[config.mk]
export PLATFORM = sky130hd
export DESIGN_NAME = ptw_walker
export DESIGN_NICKNAME = d
export VERILOG_FILES = /design/src/rtl/ptw_pkg.sv /design/src/rtl/ptw_slot_addr.sv /design/src/rtl/ptw_desc_decode.sv /design/src/rtl/ptw_walker.sv
export SDC_FILE = /design/constraint.sdc
export NUM_CORES = 1
export LEC_CHECK = 0
export BUFFER_PORTS_ARGS = -buffer_cell sky130_fd_sc_hd__buf_2
export CAP_MARGIN = 25
export CORE_ASPECT_RATIO = 1.25
export CORE_MARGIN = 2
export CORE_UTILIZATION = 40
export CTS_CLUSTER_DIAMETER = 30
export DETAILED_ROUTE_END_ITERATION = 8
export GPL_TIMING_DRIVEN = 0
export PLACE_DENSITY = 0.68
export SETUP_SLACK_MARGIN = 0.3
export SKIP_LAST_GASP = 1
export SLEW_MARGIN = 25
export SYNTH_ARGS = -nofsm -noshare
export SYNTH_HDL_FRONTEND = slang
export SYNTH_SLANG_ARGS = --single-unit
[constraint.sdc]
create_clock -name clk -period 11.4 [get_ports clk]
set_input_delay 2.85 -clock clk [delete_from_list [all_inputs] [get_ports clk]]
set_output_delay 2.85 -clock clk [all_outputs]
set_load 0.05 [all_outputs]
[src/rtl/ptw_pkg.sv]
package ptw_pkg;

    localparam int unsigned VA_W        = 48;
    localparam int unsigned PA_W        = 40;
    localparam int unsigned DESC_W      = 64;
    localparam int unsigned SLOT_SH     = 3;
    localparam int unsigned PAGE_SH     = 12;
    localparam int unsigned L1_LSB      = 30;
    localparam int unsigned L2_LSB      = 21;
    localparam int unsigned L3_LSB      = 12;
    localparam int unsigned ROOT_BIAS   = 5;
    localparam int unsigned START2_BIAS = 14;
    localparam int unsigned SKIP_TABLES = 4;
    localparam int unsigned TABLE_BYTES = 1 << PAGE_SH;
    localparam int unsigned SPLIT_W     = 4;
    localparam int unsigned LSB_W       = 5;

    typedef logic [VA_W-1:0]    va_t;
    typedef logic [PA_W-1:0]    pa_t;
    typedef logic [SPLIT_W-1:0] split_t;

    localparam pa_t         START2_OFFSET = pa_t'(SKIP_TABLES * TABLE_BYTES);
    localparam logic [1:0]  RSZ_START2    = 2'd2;
    localparam logic [1:0]  RSZ_ILLEGAL   = 2'd3;

    typedef enum logic [2:0] {
        ST_IDLE,
        ST_FETCH_L1,
        ST_FETCH_L2,
        ST_FETCH_L3,
        ST_DONE,
        ST_FAULT
    } walk_st_e;

    typedef enum logic [1:0] {
        DK_INVALID = 2'd0,
        DK_LEAF    = 2'd1,
        DK_TABLE   = 2'd2
    } desc_kind_e;

    typedef struct packed {
        desc_kind_e kind;
        pa_t        next_base;
        pa_t        leaf_pa;
    } desc_info_t;

    // Lowest VA bit that indexes the table at a given level.
    function automatic logic [LSB_W-1:0] level_lsb(input logic [1:0] lvl);
        case (lvl)
            2'd1:    return LSB_W'(L1_LSB);
            2'd2:    return LSB_W'(L2_LSB);
            default: return LSB_W'(L3_LSB);
        endcase
    endfunction

    function automatic pa_t low_mask(input logic [LSB_W-1:0] nbits);
        return (pa_t'(1) << nbits) - pa_t'(1);
    endfunction

endpackage

[src/rtl/ptw_slot_addr.sv]
module ptw_slot_addr
    import ptw_pkg::*;
(
    input  pa_t        tbl_base,
    input  split_t     split,
    input  va_t        va,
    input  logic [1:0] lvl,
    output pa_t        slot_addr
);
    logic [LSB_W-1:0] idx_lsb;
    pa_t              idx_mask;
    pa_t              keep_mask;
    pa_t              idx;

    always_comb begin
        idx_lsb   = level_lsb(lvl);
        idx_mask  = low_mask(LSB_W'(split) - LSB_W'(SLOT_SH));
        keep_mask = ~low_mask(LSB_W'(split));
        idx       = pa_t'(va >> idx_lsb) & idx_mask;
        slot_addr = (tbl_base & keep_mask) | (idx << SLOT_SH);
    end
endmodule

[src/rtl/ptw_desc_decode.sv]
module ptw_desc_decode
    import ptw_pkg::*;
(
    input  logic [DESC_W-1:0] desc,
    input  logic [1:0]        lvl,
    input  va_t               va,
    output desc_info_t        info
);
    pa_t  raw;
    pa_t  keep_va;
    logic unused_hi;

    assign raw       = desc[PA_W-1:0];
    assign unused_hi = ^desc[DESC_W-1:PA_W];

    always_comb begin
        keep_va        = low_mask(level_lsb(lvl));
        info.leaf_pa   = (raw & ~keep_va) | (pa_t'(va) & keep_va);
        info.next_base = raw & ~low_mask(LSB_W'(PAGE_SH));
        if (!desc[0])
            info.kind = DK_INVALID;
        else if (lvl == 2'd3)
            info.kind = DK_LEAF;
        else if (desc[1])
            info.kind = DK_TABLE;
        else
            info.kind = DK_LEAF;
    end
endmodule

[src/rtl/ptw_walker.sv]
module ptw_walker
    import ptw_pkg::*;
(
    input  logic              clk,
    input  logic              rst,
    input  logic              req_valid,
    output logic              req_ready,
    input  logic [VA_W-1:0]   req_va,
    input  logic [PA_W-1:0]   req_base,
    input  logic [1:0]        req_rsz,
    output logic              rsp_valid,
    output logic [PA_W-1:0]   rsp_pa,
    output logic              rsp_fault,
    output logic [1:0]        rsp_fault_lvl,
    output logic              mem_req_valid,
    input  logic              mem_req_ready,
    output logic [PA_W-1:0]   mem_req_addr,
    input  logic              mem_rsp_valid,
    input  logic [DESC_W-1:0] mem_rsp_data
);
    walk_st_e   st_q;
    logic       issued_q;
    pa_t        base_q;
    split_t     split_q;
    va_t        va_q;
    pa_t        pa_q;
    logic       fault_q;
    logic [1:0] flvl_q;

    logic       fetching;
    logic [1:0] cur_lvl;
    desc_info_t info;

    always_comb begin
        case (st_q)
            ST_FETCH_L1: cur_lvl = 2'd1;
            ST_FETCH_L2: cur_lvl = 2'd2;
            ST_FETCH_L3: cur_lvl = 2'd3;
            default:     cur_lvl = 2'd0;
        endcase
    end

    assign fetching = (cur_lvl != 2'd0);

    ptw_slot_addr u_slot (
        .tbl_base  (base_q),
        .split     (split_q),
        .va        (va_q),
        .lvl       (cur_lvl),
        .slot_addr (mem_req_addr)
    );

    ptw_desc_decode u_dec (
        .desc (mem_rsp_data),
        .lvl  (cur_lvl),
        .va   (va_q),
        .info (info)
    );

    assign req_ready     = (st_q == ST_IDLE);
    assign rsp_valid     = (st_q == ST_DONE) || (st_q == ST_FAULT);
    assign mem_req_valid = fetching && !issued_q;
    assign rsp_pa        = pa_q;
    assign rsp_fault     = fault_q;
    assign rsp_fault_lvl = flvl_q;

    always_ff @(posedge clk) begin
        if (rst) begin
            st_q     <= ST_IDLE;
            issued_q <= 1'b0;
            base_q   <= '0;
            split_q  <= '0;
            va_q     <= '0;
            pa_q     <= '0;
            fault_q  <= 1'b0;
            flvl_q   <= 2'd0;
        end else begin
            case (st_q)
                ST_IDLE: begin
                    if (req_valid) begin
                        va_q <= req_va;
                        if (req_rsz == RSZ_ILLEGAL) begin
                            st_q    <= ST_FAULT;
                            pa_q    <= '0;
                            fault_q <= 1'b1;
                            flvl_q  <= 2'd0;
                        end else if (req_rsz == RSZ_START2) begin
                            st_q    <= ST_FETCH_L2;
                            base_q  <= req_base + START2_OFFSET;
                            split_q <= SPLIT_W'(START2_BIAS) - {2'b00, req_rsz};
                        end else begin
                            st_q    <= ST_FETCH_L1;
                            base_q  <= req_base;
                            split_q <= SPLIT_W'(ROOT_BIAS) - {2'b00, req_rsz};
                        end
                    end
                end
                ST_FETCH_L1, ST_FETCH_L2, ST_FETCH_L3: begin
                    if (mem_req_valid && mem_req_ready)
                        issued_q <= 1'b1;
                    if (issued_q && mem_rsp_valid) begin
                        issued_q <= 1'b0;
                        case (info.kind)
                            DK_LEAF: begin
                                st_q    <= ST_DONE;
                                pa_q    <= info.leaf_pa;
                                fault_q <= 1'b0;
                                flvl_q  <= 2'd0;
                            end
                            DK_TABLE: begin
                                st_q    <= (st_q == ST_FETCH_L1) ? ST_FETCH_L2 : ST_FETCH_L3;
                                base_q  <= info.next_base;
                                split_q <= SPLIT_W'(PAGE_SH);
                            end
                            default: begin
                                st_q    <= ST_FAULT;
                                pa_q    <= '0;
                                fault_q <= 1'b1;
                                flvl_q  <= cur_lvl;
                            end
                        endcase
                    end
                end
                default: st_q <= ST_IDLE;
            endcase
        end
    end
endmodule

== Word-level counts from Yosys, hierarchy flattened ==
Index checks and enable logic that the tools add are counted.
Storage, ports and cells
  bits in registers: 139
  bits in latches: 0
  bits in writable memories: 0
  bits in read-only memories: 0
  bits of input ports: 159
  word-level logic and storage cells: 101
  memories: 0
Cells by class
  add/subtract/negate cells: 7
  $mul: 0
  div/mod/pow operators: 0
  order comparisons: 0
  eq/ne operators: 18
  shift operators: 4
  mux-type cells: 41
  bitwise operators: 8
  reductions and logical operators: 15
Operators by type and width (count)
  40-bit two-way mux: 8
  40-bit one-hot mux with 2 select lines: 3
  40-bit bitwise AND: 3
  40-bit NOT: 2
  40-bit OR: 2
  40-bit by 1-bit subtractor with 40-bit output, second input constant: 2
  48-bit by 5-bit right shift with 37-bit output: 1
  40-bit by 15-bit adder with 40-bit output, second input constant: 1
  1-bit by 4-bit << shifter with 40-bit output, first input constant: 1
  1-bit by 5-bit << shifter with 40-bit output, first input constant: 1
  37-bit bitwise AND: 1
  1-bit by 5-bit << shifter with 37-bit output, first input constant: 1
  37-bit by 1-bit subtractor with 37-bit output, second input constant: 1
  4-bit two-way mux: 5
  2-bit two-way mux: 7
  3-bit one-hot mux with 2 select lines: 2
  2-bit equality test, second input constant: 5
  2-bit inequality test, second input constant: 5
  5-bit one-hot mux with 2 select lines: 1
  5-bit AND reduction: 2
  3-bit two-way mux: 3
  2-bit one-hot mux with 2 select lines: 2
  4-bit one-hot mux with 2 select lines: 1
  3-bit by 2-bit equality test with 1-bit output, second input constant: 2
  other kinds (17): 31

== Longest topological paths before layout ==
Gate-level depths: netlist (run 1).
  depth after elaboration: 12
  depth in mapped cells: 16
  mapped depth without buffers: 12

== By module ==
Synthesis (run 1) repeated with hierarchy kept, for this count alone.
Unflattened totals
  cell total of the unflattened synthesis: 1324
  area, all modules: 10218.6 um^2
Modules (own cells, without submodules)
  ptw_walker: times used 1, cells an instance 804, area each 6241.0 um^2, seq. area each 2782.7 um^2
  ptw_slot_addr: times used 1, cells an instance 417, area each 3118.0 um^2, seq. area each 0.0 um^2
  ptw_desc_decode: times used 1, cells an instance 103, area each 859.6 um^2, seq. area each 0.0 um^2

== Worst setup path after synthesis (run 1) ==
OpenSTA, ideal clock, no wires.
  path kind: reg2out
  from: reg split_q[2]
  to: out mem_req_addr[37]
  arrival: 4.521 ns
  setup slack: 4.029 ns
  cell stages (with the launch flop): 13
  cells stage by stage: dfxtp_1 > clkbuf_1 > inv_1 > ha_1 > clkbuf_1 > buf_1 > clkbuf_1 > nor2_1 > nand2_1 > ha_1 > clkbuf_1 > o211ai_1 > o41ai_1
Between the ends
  word-level cells in the longest chain between the ends: 5
  elaborated cells between the ends (all ways): 9
  those cells by class: 3 x add/sub; 2 x shift; 4 x bitwise
Ends and longest elaborated chain
  from (decl): line ptw_walker.sv:24  | split_t split_q;
  from (signal assigned): line ptw_walker.sv:90  | split_q <= SPLIT_W'(START2_BIAS) - {2'b00, req_rsz};
  from (signal assigned): line ptw_walker.sv:94  | split_q <= SPLIT_W'(ROOT_BIAS) - {2'b00, req_rsz};
  from (signal assigned): line ptw_walker.sv:113  | split_q <= SPLIT_W'(PAGE_SH);
  4-bit by 2-bit subtractor with 5-bit output or 1-bit by 4-bit << shifter with 40-bit output (tied branches): line ptw_slot_addr.sv:17, ptw_pkg.sv:57
  1-bit by 5-bit << shifter with 37-bit output or 40-bit by 1-bit subtractor with 40-bit output (tied branches): line ptw_pkg.sv:57  | return (pa_t'(1) << nbits) - pa_t'(1);
  37-bit by 1-bit subtractor with 37-bit output or 40-bit NOT (tied branches): line ptw_pkg.sv:57, ptw_slot_addr.sv:18
  37-bit bitwise AND or 40-bit bitwise AND (tied branches): line ptw_slot_addr.sv:19, ptw_slot_addr.sv:20
  40-bit OR *: line ptw_slot_addr.sv:20  | slot_addr = (tbl_base & keep_mask) | (idx << SLOT_SH);
  to (decl): line ptw_walker.sv:17  | output logic [PA_W-1:0] mem_req_addr,
Every way passes the cells marked *; elsewhere a longest branch is shown, timed or not.

== Final worst setup path (run 1) ==
  from: reg split_q[2]
  to: out mem_req_addr[15]
Same word-level chain as after synthesis.

==> reports/metrics.cfg, run 1 <==
[sta]
period_share_pct = 73.3
slew_headroom_pct = 43.3
max_freq_mhz = 120
worst_pin_slew_ps = 850
hold_ws_ps = 452
finalHoldViolCount = 0
setup_viol = 0
maxSlewViolCount = 0
rsz0062_at_grt = false
clock_skew_ps = 10.2
finalSetupTns_ps = 0
layout_min_cycle_time_ps = 8360

[yosys]
ys_seq_area_share_pct = 29.9
synthDistinctLibCells = 80
synth_warnings = 0
postSynthCellCount = 1166
synth-seq-cells = 139
synth-edff-count = 0
synth_fp_nets = 1339
synth_area_sq_mm = 0.00930
async_reset_ff_share_pct = 0
syn_avg_cell_area_sq_um = 7.97
synth_flop_cell = dfxtp_1

[global_routing]
grt_first_pass_wirelength_um = 57800
overflow = 0
grt_usage_pct = 30.8
grt_max_degree = 17
antenna_found_initial = 2
grt_pass1_vias = 9813

[clock_network]
cts.clk_slew.worst_paths_ps = 70
clockBufferDepth = 2
cts_sinks = 139
clk_latency_ps = 440
cts_setup_buffers = 0
cts_resized = 0
cts_tree = done
cts-hold-fix-buffers = 0
cts_buffers = 17
htreeDepth = 4
root_buffer = clkbuf_16

[worst_hold_path]
hp-class = flip-flop to flip-flop

[finish]
final_core_util_pct = 49.8
fin_cells = 1705
fill_cells = 2247
multi_input_area_sq_mm = 0.00598
area_growth_pct = 22.5
fin_nets = 1576
drive_gt1_share_pct = 25.4
design_area_sq_mm = 0.0114
mostFrequentLayoutCells = buf_2 (237), nand2_1 (219), dfxtp_1 (139)
layout_commonest_cell = buf_2
regArea_sq_mm = 0.00278

[critical_path]
worstSetupEndpointType = primary output
timing_worst_setup_path_type = flip-flop to primary output
startpoint_type = flip-flop
arrival_ps = 5510
required_ps = 8550
critPathMaxFanout = 10

[route]
vias = 10300
routed_wl_um = 38600
drc = 0
via_per_inst = 6.06
dr.pass1.iters = 6
postRouteAntennaNets = 0
drt_iter0_markers = 1085
wl_per_cell_um = 22.6

[floorplan]
rows = 62
die_area_sq_mm = 0.0245
initial_utilization_pct = 40.6
io_pins = 245
dieHeight_um = 174
coreArea_sq_mm = 0.0229
die_x_um = 140

[placed_design]
dp_hpwl_um = 30200
dpl.cell_count = 1672
gp_congestion = 1.05
port_buffers = 218
dpl_cell_area_sq_mm = 0.0107

[pwr]
p_leak_nw = 4.53
p_per_area_mw_per_mm2 = 160
irDropWorstVdd_v = 0.000121

[run]
max-cap-violations = 0

[run_status]
outcome = completed

synthesized netlist by cell type, drive strengths merged (4+ instances only):
cell	n	area share, %
nand4b	5	0.47
a211o	8	0.75
nand2b	7	0.47
a21boi	4	0.32
a21oi	104	5.8
clkbuf	61	2.5
ha	14	1.9
a31oi	6	0.40
mux2i	42	4.5
nand4	17	1.3
nor2	85	3.4
or3	10	0.70
a22o	8	0.75
a221o	6	0.65
nand3	34	1.8
nand3b	8	0.65
a32o	4	0.44
mux4	26	6.3
mux2	47	5.7
o31ai	5	0.40
a311o	5	0.54
a22oi	42	3.4
dfxtp	139	30
buf	40	2.5
o211ai	16	1.3
and3	7	0.47
nor3	18	1.0
inv	20	0.81
nor4	9	0.61
nor2b	9	0.61
nand2	220	8.9
o21ai	55	3.0
xnor2	13	1.2
o22ai	6	0.40
xor2	12	1.1
and2	9	0.61
or4	4	0.32
worst paths after layout:
kind,startpoint,to,slack (ps),cells after the start
hold / removal,base_q[1],base_q[1],450,2
setup / recovery,split_q[2],mem_req_addr[15],3040,16
setup reg to reg,st_q[1],rsp_pa[6],7170,13
hold reg to reg,base_q[1],base_q[1],450,2
cells by family (layout without fill, tap and decap cells):
| group | after synthesis | in the layout | share of synthesized area (%) |
|---|---|---|---|
| compound gates | 297 | 297 | 20.9 |
| xor+xnor | 25 | 25 | 2.36 |
| fa+ha+maj | 15 | 15 | 1.99 |
| buf+inv | 121 | 371 | 5.79 |
| flops | 139 | 139 | 29.9 |
| mux | 115 | 115 | 16.5 |
| other cells | 0 | 1 | 0 |
| simple gates | 454 | 454 | 22.5 |
sequential cells by signal, summed over array words and instances (netlist names):
signal and cells:
rsp_fault 1, st_q 3, rsp_pa 40, base_q 40, va_q 48, rsp_fault_lvl 2
issued_q 1, split_q 4
where the power goes:
group,leakage [nW],internal [mW],switching [mW]
registers,1.13,0.519,0.0409
clock network,0.305,0.362,0.250
logic,3.09,0.203,0.445
worst max-delay path: stages (launching register included):
cell      delay, ps
dfxtp_1         460
clkbuf_1        460
inv_1           270
ha_1            360
clkbuf_1        430
buf_1           440
clkbuf_1        440
nor2_1          130
nand2_1         100
ha_1            210
clkbuf_1        420
clkbuf_1        440
nand3_1         120
o21ai_0         120
a22oi_1         110
o21ai_1         230
buf_2           300
per-layer routing:
| layer | wire length (um) | track usage [%] | up-vias |
|---|---|---|---|
| li1 | - | - | 4707 |
| met1 | 15400 | 39.1 | 4877 |
| met2 | 17700 | 50.2 | 621 |
| met3 | 3510 | 6.17 | 129 |
| met4 | 1940 | 14.4 | 4 |
| met5 | 27 | 0 | - |
stage by stage:
step / total power, mW / setup WS [ps]
final: 1.82 / 3040
after CTS: 1.80 / 3240
after global placement: 1.20 / 3550
after floorplan: 0.993 / 4030
after detailed placement: 1.20 / 3720
after global routing: 1.88 / 2750
area by class of cell:
class,count,share of cell area (%)
clock buffers,19,3.98
multi-input cells,906,52.5
flip-flops and latches,139,24.4
plain buffers,101,4.07
clock inverters,13,1.58
inverters,20,0.659
diodes,1,0.0220
well taps,288,3.16
repair buffers,218,9.58
No activity file was read; power rests on OpenSTA's default activity.
==> inputs of run 2 (changes only) <==
ABC_AREA = 1   (was not set)
PLACE_DENSITY = 0.71   (was 0.68)
clock period = 7 ns   (was 11.4 ns; I/O delays follow)
==> run 2 against run 1 <==
  * Critical path depth down 4
  * Routed wire length up 2.8%
  * Utilization up 0.15 points
  * Non-clock buffer count down 17
  * Via count up 7.9%
  * Clock power up 45%
  * Area after synthesis down 1.9%
  * Largest power group unchanged
  * Highest routed layer is now met4
==> reports/metrics.cfg, run 2 <==
[run_status]
outcome = completed

[clock_network]
clockBufferDepth = 2  ; unchanged
root_buffer = clkbuf_16
cts_resized = 0  ; unchanged
cts_sinks = 139  ; unchanged
cts.clk_slew.worst_paths_ps = 70  ; about the same
clk_latency_ps = 430  ; about the same
cts_tree = done
cts_setup_buffers = 0  ; unchanged
cts_buffers = 17  ; unchanged
htreeDepth = 4  ; unchanged
cts-hold-fix-buffers = 0  ; unchanged

[pwr]
irDropWorstVdd_v = 0.000525  ; +330%
p_leak_nw = 5.18  ; +14%
comb_power_share_pct = 66.8  ; +31 points
p_per_area_mw_per_mm2 = 538  ; +240%
clkPwrFrac_pct = 14.8  ; -19 points
switching_share_pct = 59.9  ; +19 points
switching_power_mw = 3.58  ; +390%
internal_power_mw = 2.40  ; +120%
finalPower_mw = 5.98  ; +230%
seq_power_share_pct = 18.4  ; -12 points

[global_routing]
overflow = 0  ; unchanged
grt_first_pass_wirelength_um = 59100  ; +2.3%
antenna_found_initial = 0  ; -2
grt_pass1_vias = 10600  ; +8.4%
grt_max_degree = 17  ; unchanged
grt_usage_pct = 31.8  ; +0.98 points

[sta]
max_freq_mhz = 189
finalSetupTns_ps = 0  ; unchanged
slew_headroom_pct = 37.6  ; -5.7 points
layout_min_cycle_time_ps = 5300
period_share_pct = 75.7
worst_pin_slew_ps = 936  ; +86.1 ps
finalHoldViolCount = 0  ; unchanged
worst_slack_ps = 1700  ; -1340 ps
setup_viol = 0  ; unchanged
clock_skew_ps = 9.03  ; -1.17 ps
maxSlewViolCount = 0  ; unchanged
rsz0062_at_grt = false

[critical_path]
startpoint_type = flip-flop
max_stage_delay_ps = 430  ; -30 ps
cp_cell_sequence = nand2_1 > inv_1 > ha_1 > clkbuf_1 > clkbuf_1 > nand2_1 > o21ai_0 > o21ai_0 > o21ai_0 > a21oi_1 > o21ai_0 > buf_2
timing_worst_setup_path_type = flip-flop to primary output
worstSetupEndpointType = primary output
slowest_stage = clkbuf_1
cpLargestDelayFamily = buffers and inverters
arrival_ps = 3550  ; -1960 ps
critPathMaxFanout = 10  ; unchanged
r2r_slack_ps = 4110  ; -3060 ps
crit_path_frequent_cell = o21ai_0
required_ps = 5250  ; -3300 ps
path_buf_inv = 4  ; -4

[placed_design]
dpl_worst_slack_ps = 2250  ; -1470 ps
dpl.cell_count = 1990  ; +19%
gp_congestion = 1.01  ; -3.5%
dp_hpwl_um = 32100  ; +6.4%
port_buffers = 218  ; unchanged

[yosys]
synth-seq-cells = 139  ; unchanged
synthDistinctLibCells = 47  ; -41%
synth_warnings = 0  ; unchanged
synth_top_area_share_pct = 30.5  ; +0.58 points
synth_area_sq_mm = 0.00912  ; -1.9%
ys_seq_area_share_pct = 30.5  ; +0.58 points
syn_avg_cell_area_sq_um = 6.12  ; -23%
synth_fp_nets = 1662  ; +24%
synth-edff-count = 0  ; unchanged
yosys-top-cells-area = dfxtp_1 (31%), nand2_1 (18%), o21ai_0 (9.8%)
synthTopCellsByCount = nand2_1 (444), o21ai_0 (178), a21oi_1 (156), dfxtp_1 (139), inv_1 (116)
synth_top_cell_by_area = dfxtp_1
synth_most_common_cell = nand2_1
postSynthCellCount = 1489  ; +28%
synth_flop_cell = dfxtp_1
async_reset_ff_share_pct = 0  ; unchanged

[finish]
largest_register_ffs = 48  ; unchanged
mostFrequentLayoutCells = nand2_1 (444), buf_2 (247), o21ai_0 (178)
layout_commonest_cell = nand2_1
fin_cells = 2022  ; +19%
drive_gt1_share_pct = 18.9  ; -6.4 points
antennaDiodeCount = 0  ; -1
fin_nets = 1899  ; +20%
area_growth_pct = 22.0
final_core_util_pct = 49.9  ; +0.15 points
regMostFlops = va_q
fill_cells = 2372  ; +5.6%

[floorplan]
rows = 61  ; -1.6%
die_x_um = 139  ; -0.93%
die_area_sq_mm = 0.0240  ; -1.9%
dieHeight_um = 173  ; -0.94%
initial_utilization_pct = 40.9  ; +0.29 points
io_pins = 245  ; unchanged
coreArea_sq_mm = 0.0223  ; -2.6%

[route]
via_per_inst = 5.52  ; -9.0%
dr.pass1.iters = 5  ; -1
vias = 11200  ; +7.9%
drc = 0  ; unchanged
wl_per_cell_um = 19.6  ; -13%
routed_wl_um = 39600  ; +2.8%
postRouteAntennaNets = 0  ; unchanged
drt_iter0_markers = 941  ; -13%

[run]
max-cap-violations = 0  ; unchanged

[worst_hold_path]
hp-class = flip-flop to flip-flop

[run 2: cell count changes after synthesis, sizes merged, moves of 9 or more]
| cell | before | now |
|---|---|---|
| inv | 20 | 124 |
| nand3 | 34 | 89 |
| nor2 | 85 | 118 |
| mux2 | 47 | 0 |
| or3 | 10 | 0 |
| clkbuf | 61 | 46 |
| a21oi | 104 | 156 |
| mux4 | 26 | 0 |
| mux2i | 42 | 14 |
| o21ai | 55 | 188 |
| a22oi | 42 | 16 |
| nor2b | 9 | 0 |
| xnor2 | 13 | 4 |
| nand2 | 220 | 453 |
[run 2: cell type report]
| cell class | count | area [sq um] | area share [%] |
|---|---|---|---|
| Buffer | 84 | 374 | 3.36 |
| Clock buffer | 18 | 429 | 3.86 |
| Clock inverter | 14 | 131 | 1.18 |
| Inverter | 126 | 474 | 4.26 |
| Multi-Input combinational cell | 1140 | 5490 | 49.3 |
| Sequential cell | 139 | 2780 | 25.0 |
| Tap cell | 283 | 354 | 3.18 |
| Timing Repair Buffer | 218 | 1090 | 9.81 |
[run 2: power by group through the flow]
stage / clock network [mW] / registers [mW] / logic (mW)
floorplan: 0 / 1.11 / 2.70
global placement: 0 / 1.10 / 3.91
detailed placement: 0 / 1.11 / 3.91
CTS: 0.884 / 1.09 / 3.93
global route: 0.915 / 1.12 / 4.25
finish: 0.886 / 1.10 / 4.00
[run 2: stage by stage]
step	instance area, sq um	hold slack (ps)
after floorplan	9120	439
after global placement	10600	446
after detailed placement	10600	450
after CTS	11100	456
after global routing	11100	484
final	11100	461
[run 2: final timing paths]
check	to	from	cells after the start
worst max-delay path	mem_req_addr[18]	st_q[1]	12
worst min-delay path	rsp_pa[0]	va_q[0]	2
worst max register to register	rsp_pa[6]	st_q[2]	13
worst min register to register	rsp_pa[0]	va_q[0]	2
[run 2: cell families (layout without fill, tap and decap cells)]
family | Yosys count | in the layout | share of synthesized area [%]
adders and majority gates | 14 | 14 | 1.92
AOI/OAI and AO/OA | 401 | 401 | 23.5
buffers and inverters | 210 | 460 | 9.30
and+or+nand+nor | 703 | 703 | 32.4
muxes | 14 | 14 | 1.54
xor gates and xnor gates | 8 | 8 | 0.768
DFF | 139 | 139 | 30.5
[run 2: tightest hold or removal path, delay by kind of cell (launching register included)]
family / cells / cell delay [ps]
AND/OR/NAND/NOR: 1 / 60
AO/OA/AOI/OAI: 1 / 50
flip-flops: 1 / 310
[run 2: per-layer routing]
layer / global-route usage [%] / part of all wire (%)
met1: 37.5 / 40
met2: 55.5 / 49
met3: 5.51 / 6.8
met4: 15.5 / 5.0
met5: 0 / 0
==> inputs of run 3 (changes only) <==
PLACE_DENSITY = 0.69   (was 0.71)
clock period = 5.1 ns   (was 7 ns; I/O delays follow)
==> run 3 against run 2 <==
  * Final cell count about the same
  * Critical path depth decreased by 3
  * Utilization increased by 0.21 points
  * Critical endpoint is now mem_req_addr[3]
  * Combinational power increased by 38%
  * Non-clock buffer count increased by 2
  * Register-to-register slack got worse by 2000 ps
  * Flip-flop and latch count unchanged
  * Die area unchanged
  * Design area increased by 0.43%
  * Sequential power increased by 36%
  * Total power increased by 39%
  * Global-route usage increased by 0.37 points
==> reports/metrics.cfg, run 3 (synthesis results as in run 2) <==
[route]
vias = 11200  ; +0.38%
dr.pass1.iters = 5  ; unchanged
drt_iter0_markers = 784  ; -17%
routed_wl_um = 39700  ; +0.24%
drc = 0  ; unchanged
via_per_inst = 5.54  ; +0.33%
wl_per_cell_um = 19.6  ; +0.19%
postRouteAntennaNets = 0  ; unchanged

[finish]
regArea_sq_mm = 0.00278  ; unchanged
fill_cells = 2419  ; +2.0%
regMostFlops = va_q
mostFrequentLayoutCells = nand2_1 (443), buf_2 (246), o21ai_0 (172)
antennaDiodeCount = 0  ; unchanged
fin_nets = 1901  ; +0.11%
largest_register_ffs = 48  ; unchanged
layout_commonest_cell = nand2_1
multi_input_area_sq_mm = 0.00549  ; about the same
area_growth_pct = 22.5
drive_gt1_share_pct = 19.3  ; +0.39 points

[floorplan]
die_x_um = 139  ; unchanged
dieHeight_um = 173  ; unchanged
rows = 61  ; unchanged
die_area_sq_mm = 0.0240  ; unchanged
coreArea_sq_mm = 0.0223  ; unchanged
initial_utilization_pct = 40.9  ; unchanged
io_pins = 245  ; unchanged

[pwr]
irDropWorstVdd_v = 0.000851  ; +62%
p_per_area_mw_per_mm2 = 743  ; +38%
p_leak_nw = 5.22  ; +0.68%

[clock_network]
clockBufferDepth = 2  ; unchanged
cts_buffers = 17  ; unchanged
cts.clk_slew.worst_paths_ps = 60  ; about the same
clk_latency_ps = 450  ; +20 ps
cts_tree = done
root_buffer = clkbuf_16
cts_sinks = 139  ; unchanged
htreeDepth = 4  ; unchanged

[sta]
layout_min_cycle_time_ps = 4710
clock_skew_ps = 10.5  ; +1.50 ps
slew_headroom_pct = 35.9  ; -1.7 points
finalSetupTns_ps = 0  ; unchanged
finalHoldViolCount = 0  ; unchanged
rsz0062_at_grt = true
hold_ws_ps = 460  ; -0.868 ps
worst_pin_slew_ps = 962  ; +25.5 ps
setup_viol = 0  ; unchanged
period_share_pct = 92.3
maxSlewViolCount = 0  ; unchanged
max_freq_mhz = 213

[critical_path]
r2r_end = rsp_pa[6]
r2r_slack_ps = 2110  ; -2000 ps
worstSetupEndpointType = primary output
arrival_ps = 3430  ; -120 ps
crit_start = st_q[0]
timing_worst_setup_path_type = flip-flop to primary output
reg2reg_depth = 13  ; unchanged
required_ps = 3830  ; -1420 ps
startpoint_type = flip-flop
r2r-start = st_q[2]
critPathMaxFanout = 10  ; unchanged
crit_end = mem_req_addr[3]

[global_routing]
grt_usage_pct = 32.1  ; +0.37 points
grt_use_met3_pct = 5.65  ; +0.14 points
grt_pass1_vias = 10700  ; +0.92%
grt_max_degree = 17  ; unchanged
met2_usage_pct = 56.2  ; +0.62 points
grt_first_pass_wirelength_um = 59700  ; +1.0%
use_met1_pct = 38.0  ; +0.51 points
antenna_found_initial = 0  ; unchanged
overflow = 0  ; unchanged
busiest_layer = met2

[placed_design]
gp_congestion = 1.02  ; +0.61%
port_buffers = 218  ; unchanged
dp_hpwl_um = 32500  ; +1.2%

[worst_hold_path]
hp-class = flip-flop to flip-flop

[run]
max-cap-violations = 0  ; unchanged

[run_status]
outcome = completed

-- run 3: cell types whose count changed in the layout (fill, tap and decap cells not counted), sizes merged --
cell    previous run  this run
buf              256       258
bufinv             0         2
clkbuf            64        67
inv              131       125
-- run 3: timing repair --
action / CTS / global route
setup buffers: 0 / 2
hold buffers: 0 / 0
gates resized for setup: 1 / 16
hold endpoints to repair: 0 / 0
endpoints found under the setup margin: 1 / 27
pin swaps: 0 / 2
-- run 3: layer usage --
metal	part of all wire, %	wire length (um)	up-vias
met5	0	0	-
met4	4.7	1880	0
met3	7.0	2790	105
met2	49	19300	496
met1	40	15700	5186
li1	-	-	5412
-- run 3: power by group --
part | internal, mW | switching, mW | leakage [nW]
Clock | 0.743 | 0.509 | 0.280
Combinational | 1.34 | 4.20 | 3.80
Sequential | 1.35 | 0.155 | 1.14
Total | 3.43 | 4.86 | 5.22
-- run 3: how the worst min path moves through the flow --
| stage | from | end | slack [ps] | depth (start not counted) |
|---|---|---|---|---|
| finish | va_q[0] | rsp_pa[0] | 460 | 2 |
| global route | base_q[28] | base_q[28] | 480 | 2 |
| CTS | base_q[28] | base_q[28] | 460 | 2 |
| detailed placement | va_q[2] | va_q[2] | 450 | 2 |
| global placement | va_q[3] | rsp_pa[3] | 450 | 2 |
| floorplan | va_q[32] | va_q[32] | 440 | 2 |
-- run 3: final cells by class --
type,instances,area share (%)
Tap cell,283,3.17
Inverter,126,4.28
Clock inverter,10,1.04
Sequential cell,139,24.9
Multi-Input combinational cell,1140,49.2
Timing Repair Buffer,220,9.90
Buffer,84,3.42
Clock buffer,21,4.12
-- run 3: critical path, stage by stage (launching register included) --
cell and delay [ps]:
dfxtp_1 400, nand2_1 150, inv_1 180, ha_1 280, buf_1 490, clkbuf_2 420, mux2i_1 320, o221ai_1 160
o21ai_0 270, buf_2 320
-- run 3: per-stage QoR --
step / util, % / total power [mW] / cell area [sq um] / std cells / setup slack (ps)
floorplan: - / 5.22 / 9120 / 1489 / 978
global route: 50.1 / 8.73 / 11200 / 2023 / 277
CTS: 50.0 / 8.15 / 11100 / 2021 / 322
global placement: 47.4 / 6.90 / 10600 / 1990 / 728
finish: 50.1 / 8.30 / 11200 / 2023 / 394
detailed placement: 47.4 / 6.91 / 10600 / 1990 / 774
